**src/rtl/mdio_pkg.sv**
```systemverilog
// Shared frame geometry and command word layout for the MDIO master.
package mdio_pkg;
    localparam int FRAME_LEN = 64;   // bits per management frame
    localparam int PRE_LEN   = 32;   // preamble ones
    localparam int TA_IDX    = 46;   // first turnaround bit index
    localparam int DATA_IDX  = 48;   // first data bit index
    localparam int DATA_W    = 16;
    localparam int IDX_W     = $clog2(FRAME_LEN);

    // Command/status word, bit 31 down to bit 0.
    typedef struct packed {
        logic              busy;
        logic              ready;
        logic [4:0]        reg_dev;
        logic [4:0]        phy;
        logic [1:0]        op;
        logic [1:0]        st;
        logic [DATA_W-1:0] data;
    } mgmt_word_t;
endpackage

```
**src/rtl/mdio_clkgen.sv**
```systemverilog
// MDC generator: divides clk by 2*HALF while enabled and gives one-cycle
// strobes in the clk cycle whose edge makes MDC rise or fall.
// Assumes HALF >= 1; MDC rests low when disabled or cleared.
module mdio_clkgen #(
    parameter int HALF = 10
) (
    input  logic clk,
    input  logic rst_n,
    input  logic clr,
    input  logic en,
    output logic mdc,
    output logic rise,
    output logic fall
);
    localparam int CW = (HALF > 1) ? $clog2(HALF) : 1;

    logic [CW-1:0] cnt;
    logic          term;

    assign term = (cnt == CW'(HALF - 1));

    // Half-period counter and MDC toggle.
    always_ff @(posedge clk) begin
        if (!rst_n) begin
            cnt <= '0;
            mdc <= 1'b0;
        end else if (clr || !en) begin
            cnt <= '0;
            mdc <= 1'b0;
        end else if (term) begin
            cnt <= '0;
            mdc <= ~mdc;
        end else begin
            cnt <= cnt + 1'b1;
        end
    end

    assign rise = en && term && !mdc;
    assign fall = en && term && mdc;
endmodule

```
**src/rtl/mdio_frame_engine.sv**
```systemverilog
// Frame engine: loads a 64-bit frame at launch, shifts it out on MDC
// falling strobes, releases the line for read turnaround and data, and
// gathers read bits on rising strobes. Assumes launch only while idle.
module mdio_frame_engine
    import mdio_pkg::*;
(
    input  logic              clk,
    input  logic              rst_n,
    input  logic              clr,
    input  logic              launch,
    input  mgmt_word_t        cmd,
    input  logic              rise,
    input  logic              fall,
    input  logic              mdio_i,
    output logic              active,
    output logic              done,
    output logic [DATA_W-1:0] rd_data,
    output logic              mdio_o,
    output logic              mdio_oe
);
    logic [IDX_W-1:0]     idx;
    logic [FRAME_LEN-1:0] sh;
    logic                 rd_op;

    // Frame sequencing, shift-out and read capture.
    always_ff @(posedge clk) begin
        if (!rst_n) begin
            active  <= 1'b0;
            idx     <= '0;
            sh      <= '1;
            rd_op   <= 1'b0;
            rd_data <= '0;
        end else if (clr) begin
            active  <= 1'b0;
            idx     <= '0;
            sh      <= '1;
            rd_op   <= 1'b0;
            rd_data <= '0;
        end else if (launch) begin
            active  <= 1'b1;
            idx     <= '0;
            sh      <= {{PRE_LEN{1'b1}}, cmd.st, cmd.op, cmd.phy, cmd.reg_dev,
                        2'b10, cmd.data};
            rd_op   <= cmd.op[1];
            rd_data <= '0;
        end else if (active) begin
            if (rise && rd_op && idx >= IDX_W'(DATA_IDX))
                rd_data <= {rd_data[DATA_W-2:0], mdio_i};
            if (fall) begin
                if (idx == IDX_W'(FRAME_LEN - 1)) begin
                    active <= 1'b0;
                end else begin
                    idx <= idx + 1'b1;
                    sh  <= {sh[FRAME_LEN-2:0], 1'b1};
                end
            end
        end
    end

    assign done    = active && fall && (idx == IDX_W'(FRAME_LEN - 1));
    assign mdio_o  = sh[FRAME_LEN-1];
    assign mdio_oe = active && !(rd_op && idx >= IDX_W'(TA_IDX));
endmodule

```
**src/rtl/mdio_cmd_reg.sv**
```systemverilog
// Command/status word: accepts writes only while idle, raises launch when
// a write sets busy, and on frame end clears busy and, for reads, loads
// the received data. Assumes done arrives only while busy.
module mdio_cmd_reg
    import mdio_pkg::*;
(
    input  logic              clk,
    input  logic              rst_n,
    input  logic              clr,
    input  logic              wr,
    input  logic [31:0]       wdata,
    input  logic              done,
    input  logic [DATA_W-1:0] rx_data,
    output logic              launch,
    output logic [31:0]       rdata
);
    mgmt_word_t q;
    mgmt_word_t view;

    // Word storage, busy handling and read data update.
    always_ff @(posedge clk) begin
        if (!rst_n) begin
            q <= '0;
        end else if (clr) begin
            q <= '0;
        end else if (done) begin
            q.busy <= 1'b0;
            if (q.op[1])
                q.data <= rx_data;
        end else if (wr && !q.busy) begin
            q       <= mgmt_word_t'(wdata);
            q.ready <= 1'b0;
        end
    end

    assign launch = wr && !q.busy && wdata[31] && !clr;

    // Readback with ready reported as not busy.
    always_comb begin
        view       = q;
        view.ready = !q.busy;
        rdata      = view;
    end
endmodule

```
**src/rtl/mdio_master.sv**
```systemverilog
// MDIO master top: ties the command word, MDC generator and frame engine
// together. Assumes CLK_HZ >= 4*MDC_HZ so each MDC half period is >= 2 clks.
module mdio_master
    import mdio_pkg::*;
#(
    parameter int CLK_HZ = 50_000_000,
    parameter int MDC_HZ = 2_500_000
) (
    input  logic        clk,
    input  logic        rst_n,
    input  logic        soft_rst,
    input  logic        reg_wr,
    input  logic [31:0] reg_wdata,
    output logic [31:0] reg_rdata,
    output logic        mdc,
    output logic        mdio_o,
    output logic        mdio_oe,
    input  logic        mdio_i
);
    localparam int HALF_RAW = CLK_HZ / (2 * MDC_HZ);
    localparam int HALF     = (HALF_RAW < 1) ? 1 : HALF_RAW;

    logic              launch;
    logic              active;
    logic              done;
    logic              rise;
    logic              fall;
    logic [DATA_W-1:0] rx_data;

    mdio_cmd_reg u_cmd (
        .clk     (clk),
        .rst_n   (rst_n),
        .clr     (soft_rst),
        .wr      (reg_wr),
        .wdata   (reg_wdata),
        .done    (done),
        .rx_data (rx_data),
        .launch  (launch),
        .rdata   (reg_rdata)
    );

    mdio_clkgen #(.HALF(HALF)) u_clk (
        .clk   (clk),
        .rst_n (rst_n),
        .clr   (soft_rst),
        .en    (active),
        .mdc   (mdc),
        .rise  (rise),
        .fall  (fall)
    );

    mdio_frame_engine u_eng (
        .clk     (clk),
        .rst_n   (rst_n),
        .clr     (soft_rst),
        .launch  (launch),
        .cmd     (mgmt_word_t'(reg_wdata)),
        .rise    (rise),
        .fall    (fall),
        .mdio_i  (mdio_i),
        .active  (active),
        .done    (done),
        .rd_data (rx_data),
        .mdio_o  (mdio_o),
        .mdio_oe (mdio_oe)
    );
endmodule

```
**config.mk**
```make
export PLATFORM = sky130hd
export DESIGN_NAME = mdio_master
export DESIGN_NICKNAME = d
export VERILOG_FILES = /design/src/rtl/mdio_pkg.sv /design/src/rtl/mdio_clkgen.sv /design/src/rtl/mdio_frame_engine.sv /design/src/rtl/mdio_cmd_reg.sv /design/src/rtl/mdio_master.sv
export SDC_FILE = /design/constraint.sdc
export NUM_CORES = 1
export LEC_CHECK = 0
export BUFFER_PORTS_ARGS = -buffer_cell sky130_fd_sc_hd__buf_4
export CELL_PAD_IN_SITES_DETAIL_PLACEMENT = 1
export CELL_PAD_IN_SITES_GLOBAL_PLACEMENT = 1
export CORE_MARGIN = 2
export CORE_UTILIZATION = 32
export DETAILED_ROUTE_END_ITERATION = 10
export GPL_TIMING_DRIVEN = 0
export PLACE_DENSITY = 0.58
export SYNTH_ARGS = -nofsm -noshare
export SYNTH_HDL_FRONTEND = slang
export SYNTH_SLANG_ARGS = --single-unit
```
**constraint.sdc**
```tcl
create_clock -name clk -period 2.6 [get_ports clk]
set_clock_uncertainty 0.05 [all_clocks]
set_input_delay 0.52 -clock clk [delete_from_list [all_inputs] [get_ports clk]]
set_output_delay 0.52 -clock clk [all_outputs]
set_load 0.01 [all_outputs]
```
---- Yosys cells after proc, flatten, opt, wreduce, memory -nomap -nowiden ----
Cells that the tools add are included.
Widths: inputs -> output; s select.
word-level totals
  bits in read-only memories .............. 0
  memory bits (writable) .................. 0
  flip-flop bits (word level) ............. 124
  bits in latches ......................... 0
  memories kept ........................... 0
  logic and storage cells ................. 68
  bits of input ports ..................... 37
operators by class
  add/subtract/negate cells ............... 2
  shift-type cells ........................ 0
  bitwise logic cells ..................... 4
  muxes and demuxes ....................... 11
  equal/unequal tests ..................... 4
  $lt $le $gt $ge ......................... 2
  divide/modulo/power cells ............... 0
  reductions and logical operators ........ 31
  multiply operators ...................... 0
operators with widths
  cell                 count
  $mux 32              4
  $mux 16              3
  $ge 6x6->1 const B   2
  $logic_and 1x1->1    12
  $reduce_or 3->1      3
  $add 6x1->6 const B  1
  $eq 6x6->1 const B   1
  $reduce_and 2->1     3
  $reduce_and 3->1     2
  $reduce_bool 2->1    3
  $logic_not 1->1      5
  $add 4x1->4 const B  1
  $eq 4x4->1 const B   1
  $mux 1               4
  $not 1->1            4
  $reduce_or 2->1      2
  $ne 2x1->1 const B   1
  $ne 2x2->1 const B   1
  $logic_or 1x1->1     1

---- Longest topological paths before layout ----
Gate-level depths: netlist of run 1.
  depth in word-level cells ............... 7
  mapped depth ............................ 8

---- By module ----
Synthesis of run 1 repeated with hierarchy kept, for this count alone.
second synthesis, totals
  cells, all modules ...................... 601
  area, all modules ....................... 5,504.0 µm²
by module, submodules not included
  module             instances  area each (µm²)  seq. area each (µm²)  cells each
  mdio_frame_engine  1          3,766.1          1,761.7               419
  mdio_cmd_reg       1          1,501.4          620.6                 159
  mdio_clkgen        1          236.5            100.1                 23

---- Worst setup path after synthesis of run 1 ----
OpenSTA, ideal clock, no wires.
  kind .................................... register to output
  start point ............................. register u_eng.idx[0]
  end point ............................... output mdio_oe
  path slack .............................. 0.851 ns
  cell stages (with the launch flop) ...... 6
  data arrival time ....................... 1.179 ns
  path buffers ............................ 0
  data required time ...................... 2.030 ns
  cell sequence ........................... dfxtp_1 -> inv_1 -> ha_1 -> or2_2 -> a31oi_1 -> o21a_1
between the ends
  word-level cells in the longest chain between the ends .. 4
RTL lines
  element                 line                     RTL
  start, declared         mdio_frame_engine.sv:21  logic [IDX_W-1:0] idx;
  start signal, assigned  mdio_frame_engine.sv:53  idx <= idx + 1'b1;
  $ge 6x6->1              mdio_frame_engine.sv:62  assign mdio_oe = active && !(rd_op && idx >= IDX_W'(TA_IDX));
  $logic_and 1x1->1       mdio_frame_engine.sv:62
  $logic_not 1->1         mdio_frame_engine.sv:62
  $logic_and 1x1->1       mdio_frame_engine.sv:62
  end, declared           mdio_master.sv:17        output logic mdio_oe,
Every way passes these cells.

---- Final worst setup path of run 1 ----
Same ends and word-level chain as after synthesis.

==> summary.txt, run 1 <==
Outcome
  – Outcome: completed

Die
  – Initial core utilization: 0.324
  – Die area: between 15000 and 20000 um2
  – Rows: 46
  – Die X: about 130 um
  – Top Ports: 72
  – Core Box Area: 15800 um2
  – Vert. Die Dim: 130 um

Synthesis
  – Synth Instances: 566
  – Register bit total from synthesis: ~120
  – Top area cells in the synthesized netlist: dfxtp_1, mux2i_1, nand2_1
  – Netlist Area Pre-Place: around 5100 um2
  – Combinational family with the most area after synthesis: simple AND/OR/NAND/NOR gates
  – Avg Cell Area, Syn: 9.03 um2
  – Largest area contributor in the netlist: dfxtp_1
  – Distinct cells, synth: 39
  – Most frequent cell after synthesis: dfxtp_1
  – Simple-Gate Fraction of Synth Area: 0.187
  – Top-area cell type share of the netlist area: 0.485
  – Net Count, Synth: 607
  – Syn. warnings: 0
  – Adder-Cell Fraction of Synth Area: 0.00979
  – Main flop type after synthesis: dfxtp_1
  – Post-synth ARST share: 0
  – Commonest cells post-synth: dfxtp_1, nand2_1, mux2i_1
  – Sequential area share after synthesis: 0.485
  – Post-synthesis mux area share: 0.123
  – Number of flops mapped to enable cells by yosys: 0
  – Complex-gate fraction of the synthesized area: 0.141
  – Synth Area in XOR/XNOR: 0.00685

Routing
  – ANT nets after route: 0
  – DRT Wirelength: 14600 um
  – DRC: 0
  – DR WL/cell: 16.6 um
  – Initial DRC count: around 140
  – Vias per inst: 5.00
  – Vias: 4420
  – 1st-pass router iterations: 4

Cells and area
  – Synthesis-to-layout area growth: 27.1%
  – Layout cells sized above 1: 0.184
  – ANT cells: 0
  – Post-layout nets: 696
  – Sequential cell area: roughly 2500 um2
  – Fillcell total: around 1900
  – Area of the multi-input gates: approximately 2400 um2
  – Utilization after layout: 0.412

Clocking
  – Clk sinks: 124
  – Post-CTS setup buffers: 0
  – TritonCTS clock tree: done
  – CTS resizes: 0
  – Reg clk slew, reported paths: 50 ps
  – Clock buffer depth: 2
  – Latest clock arrival within the worst-skew pair: ~420 ps
  – Hold_buf cts: 0
  – CTS HTree Levels: 4
  – Cts bufs inserted: 17
  – CTS root buf: clkbuf_16

Pwr
  – Pwr/cell area: 706 nW/um2
  – Maximum VDD drop: approximately 0.45 mV
  – Leak: around 0.0029 uW

STA
  – Relative slew slack: 0.524
  – Final setup violating endpoints: 0
  – Unrepaired setup endpoints after global routing: no
  – Final worst path period share: 0.921
  – Final worst slack: about 200 ps
  – Final Max Tran Viols: 0
  – Final setup TNS: 0 ps
  – Final Hold Fails: 0
  – Maximum clock frequency: 417 MHz
  – Tmin final: 2400 ps
  – Tightest Pin Transition: 711 ps

GRT
  – Vias in the first global route: approximately 4700
  – First-pass GRT wire length: 24200 um
  – Global-route usage over all layers: 0.185
  – Initial antenna violation count: 0
  – Largest net degree at the start of global routing: 17
  – Grt ovf: 0

Hold path
  – Hold Path Depth: 2
  – Hold path endpoint: u_eng.sh[0]$_SDFFE_PP1P_
  – Worst Hold Launch: rst_n
  – Hold Crit Class: input pin to register

Setup path
  – Data arrival time of the worst path: between 1500 and 2000 ps
  – Crit path max-delay cell type: dfxtp_1
  – Crit Path Class: register to output pin
  – CP max FO: 5
  – Crit-path cells: inv_1 -> ha_1 -> or2_2 -> a31oi_1 -> o21a_1 -> buf_4
  – Reg2reg end: u_cmd.rdata[9]$_SDFFE_PP0P_
  – Worst r2r src: u_clk.cnt[0]$_SDFF_PP0_
  – Cells on worst reg2reg path: 6
  – Critical Path End Type: output pin
  – CP required: approximately 2000 ps
  – Crit-path max cell delay: just over 400 ps
  – Setup crit start kind: register
  – FF-to-FF setup slack: between 300 and 400 ps

Run
  – Max-Cap Viols: 0

Placed design
  – HPWL after DPL: 10500 um
  – Place WS: between 300 and 400 ps
  – Placer Congestion: roughly 0.78
  – I/O Buffers: 70
-- critical path, delay by kind of cell (launching register included) --
kind / cells / cell delay [ps]
flip-flops: 1 / 410
AO/OA/AOI/OAI: 2 / 330
AND/OR/NAND/NOR: 1 / 270
buffers and inverters: 2 / 200
adder cells (fa/ha/maj): 1 / 190
-- layout by cell type, fill, tap and decap left out, types with 4 or more instances in the layout --
master,Yosys,final
a211oi_1,34,34
a21oi_1,32,32
buf_2,10,10
buf_4,5,75
clkbuf_1,26,27
clkbuf_16,0,17
clkinv_2,0,7
dfxtp_1,124,124
ha_1,4,4
inv_1,6,6
mux2i_1,63,63
nand2_1,84,84
nand3_1,53,53
nor2_1,24,24
nor2b_1,20,20
o21ai_0,46,46
-- layout make-up --
class,count,share of cell area
sequential,124,0.382
multi-input combinational,392,0.369
inverter,6,0.00346
buffer,44,0.0327
tap,216,0.0416
clock buffer,19,0.0681
timing repair buffer,70,0.0808
clock inverter,13,0.0229
-- how the worst max path moves through the flow --
stage / startpoint / to / depth (start not counted)
2_1_floorplan: u_eng.idx[0]$_SDFFE_PP0P_ / mdio_oe / 5
3_3_place_gp: u_clk.cnt[0]$_SDFF_PP0_ / u_cmd.rdata[9]$_SDFFE_PP0P_ / 6
3_5_place_dp: u_clk.cnt[0]$_SDFF_PP0_ / u_cmd.rdata[9]$_SDFFE_PP0P_ / 6
4_1_cts: u_eng.idx[0]$_SDFFE_PP0P_ / mdio_oe / 6
5_1_grt: u_eng.idx[0]$_SDFFE_PP0P_ / mdio_oe / 6
6_report: u_eng.idx[0]$_SDFFE_PP0P_ / mdio_oe / 6
-- where the power goes --
part           internal (uW)  switching, uW
Combinational            109            146
Sequential              1930           19.5
Clock                   1520            869
Total                   3560           1030
-- state kept, by name (all words and copies together), names as in the netlist --
name,cells
u_eng.sh,64
u_eng.rd_op,1
u_cmd.rdata,31
u_clk.mdc,1
u_eng.idx,6
u_eng.active,1
u_clk.cnt,4
u_eng.rd_data,16
-- stage by stage --
step                      total power (uW)  hold slack, ps  cells  instance area [um2]
after CTS                             4650             262    884                 6500
after detailed placement              2250             406    852                 5910
after global placement                2240             395    852                 5910
after global routing                  4780             268    884                 6500
final                                 4590             282    884                 6500
after floorplan                       2110             384    566                 5110
-- kinds of logic (layout without fill, tap and decap cells) --
logic type                 count (synthesis)  in the layout
xor gates and xnor gates                   4              4
buffers and inverters                     50            152
muxes                                     63             63
adders and majority gates                  4              4
and+or+nand+nor                          202            202
DFF                                      124            124
AOI/OAI and AO/OA                        119            119
-- layer usage --
| metal | GRT usage | part of all wire | vias to the layer above |
|---|---|---|---|
| met5 | 0 | 0 | - |
| met4 | 0.0526 | 0.011 | 0 |
| met3 | 0.0525 | 0.037 | 10 |
| met2 | 0.315 | 0.49 | 69 |
| met1 | 0.230 | 0.46 | 2182 |
| li1 | - | - | 2159 |
(Power assumes the default switching activity.)
==> run 2: changes to the inputs <==
- PLACE_DENSITY: 0.58 -> 0.62
==> run 2 against run 1 <==
- largest cell class unchanged
- die area unchanged
- highest routed layer unchanged
- sequential power about the same
- setup slack worse by 1.8 ps
- critical endpoint unchanged
==> summary.txt, run 2 (synthesized netlist as in run 1, its figures left out) <==
Routing
  – Met3 WL: 459 um (-16%)
  – WL met1: 6390 um (-5.0%)
  – Uppermost layer routed: met4
  – Met2 routed WL: 7370 um (+2.3%)
  – DRT Wirelength: 14400 um (-1.7%)
  – 1st-pass router iterations: 4 (unchanged)
  – Initial DRC count: 205 (+51%)
  – Vias per inst: 4.98 (-0.38%)
  – DR WL/cell: 16.3 um (-1.7%)
  – ANT nets after route: 0 (unchanged)
  – DRC: 0 (unchanged)
  – Vias: 4403 (-0.38%)

Clocking
  – Clock buffer depth: 2 (unchanged)
  – Hold_buf cts: 0 (unchanged)
  – Clk sinks: 124 (unchanged)
  – Latest clock arrival within the worst-skew pair: 420 ps (about the same)
  – CTS resizes: 0 (unchanged)
  – TritonCTS clock tree: done
  – Reg clk slew, reported paths: 60 ps (about the same)
  – CTS root buf: clkbuf_16
  – Cts bufs inserted: 17 (unchanged)
  – CTS HTree Levels: 4 (unchanged)
  – Post-CTS setup buffers: 0 (unchanged)

Pwr
  – Total power: 4510 uW (-1.9%)
  – Pwr/cell area: 695 nW/um2 (-1.6%)
  – Maximum VDD drop: 0.478 mV (+6.5%)
  – Leak: 0.00283 uW (-0.89%)

GRT
  – Global-route usage over all layers: 0.181 (-0.00380)
  – First-pass GRT wire length: 23500 um (-2.8%)
  – Initial antenna violation count: 0 (unchanged)
  – Vias in the first global route: 4609 (-0.99%)
  – Grt ovf: 0 (unchanged)
  – Largest net degree at the start of global routing: 17 (unchanged)

Cells and area
  – Most frequent cells in the layout: dfxtp_1, nand2_1, buf_4
  – Commonest non-fill, non-tap cell in the layout: dfxtp_1
  – Post-layout nets: 696 (unchanged)
  – Non-filler instance count after layout: 884 (unchanged)
  – Area of the multi-input gates: 2400 um2 (unchanged)
  – Sequential cell area: 2480 um2 (unchanged)
  – Fillcell total: 1861 (-0.16%)
  – ANT cells: 0 (unchanged)
  – Largest Register: u_eng.sh
  – Synthesis-to-layout area growth: 26.8%
  – Layout cells sized above 1: 0.186 (+0.00150)
  – Max reg flops: 64 (unchanged)

Setup path
  – Crit-path max cell delay: 420 ps (about the same)
  – Crit Path Class: register to output pin
  – Crit path max-delay cell type: dfxtp_1
  – CP top delay family: flip-flops
  – CP required: 2030 ps (about the same)
  – Data arrival time of the worst path: 1830 ps (about the same)
  – Critical Path End Type: output pin
  – Setup crit start kind: register
  – CP max FO: 5 (unchanged)
  – Worst path bufs/invs: 2 (unchanged)
  – Crit-path cells: inv_1 -> ha_1 -> or2_2 -> a31oi_1 -> o21a_1 -> buf_4

STA
  – Final Hold Fails: 0 (unchanged)
  – Final setup violating endpoints: 0 (unchanged)
  – Final Max Tran Viols: 0 (unchanged)
  – Relative slew slack: 0.548 (+0.0241)
  – Maximum clock frequency: 417 MHz (about the same)
  – Final worst path period share: 0.922 (about the same)
  – Tmin final: 2400 ps (+1.84 ps)
  – Unrepaired setup endpoints after global routing: no
  – Tightest Pin Transition: 675 ps (-36.0 ps)
  – Final setup TNS: 0 ps (unchanged)

Placed design
  – Placer Congestion: 0.785 (+1.1%)
  – I/O Buffers: 70 (unchanged)
  – HPWL after DPL: 10400 um (-1.0%)
  – Cell count after placement: 852 (unchanged)

Die
  – Top Ports: 72 (unchanged)
  – Die X: 130 um (unchanged)
  – Vert. Die Dim: 130 um (unchanged)
  – Initial core utilization: 0.324 (unchanged)
  – Rows: 46 (unchanged)
  – Core Box Area: 15800 um2 (unchanged)
  – Die area: 17000 um2 (unchanged)

Run
  – Max-Cap Viols: 0 (unchanged)

Hold path
  – Hold Crit Class: input pin to register

Outcome
  – Outcome: completed
==> run 2: cell count changes in the layout (fill, tap and decap cells not counted), sizes merged <==
| cell | delta |
|---|---|
| clkinvlp | +4 |
| clkbuf | -2 |
| bufinv | -1 |
| clkinv | -1 |
==> run 2: cell type report <==
class	count	area share
Buffer	44	0.0328
Multi-Input combinational cell	392	0.369
Clock buffer	17	0.0656
Sequential cell	124	0.383
Inverter	6	0.00347
Tap cell	216	0.0417
Timing Repair Buffer	70	0.0810
Clock inverter	15	0.0233
==> run 2: report_power, final <==
group	total [uW]	internal [uW]	switching [uW]
clock	2310	1400	903
sequential	1950	1930	19.4
combinational	253	109	144
total	4510	3440	1070
==> run 2: through the flow <==
| step | area [um2] | worst slack [ps] | hold slack, ps | util |
|---|---|---|---|---|
| after detailed placement | 5910 | 327 | 406 | 0.375 |
| after global routing | 6490 | 52.1 | 279 | 0.411 |
| after floorplan | 5110 | 851 | 384 | - |
| after CTS | 6490 | 142 | 252 | 0.411 |
| final | 6490 | 203 | 267 | 0.411 |
| after global placement | 5910 | 393 | 395 | 0.375 |
==> run 2: path summary, 6_finish.rpt <==
kind	startpoint	endpoint	slack [ps]	depth (start not counted)
max	u_eng.idx[0]$_SDFFE_PP0P_	mdio_oe	200	6
min	rst_n	u_eng.sh[0]$_SDFFE_PP1P_	270	2
max reg2reg	u_clk.cnt[0]$_SDFF_PP0_	u_cmd.rdata[10]$_SDFFE_PP0P_	330	6
min reg2reg	u_eng.sh[38]$_SDFFE_PP1P_	u_eng.sh[39]$_SDFFE_PP1P_	420	2
==> run 2: metal layers <==
metal | track usage | vias up
met2 | 0.318 | 59
li1 | - | 2165
met3 | 0.0476 | 14
met5 | 0 | -
met4 | 0.0601 | 0
met1 | 0.217 | 2165
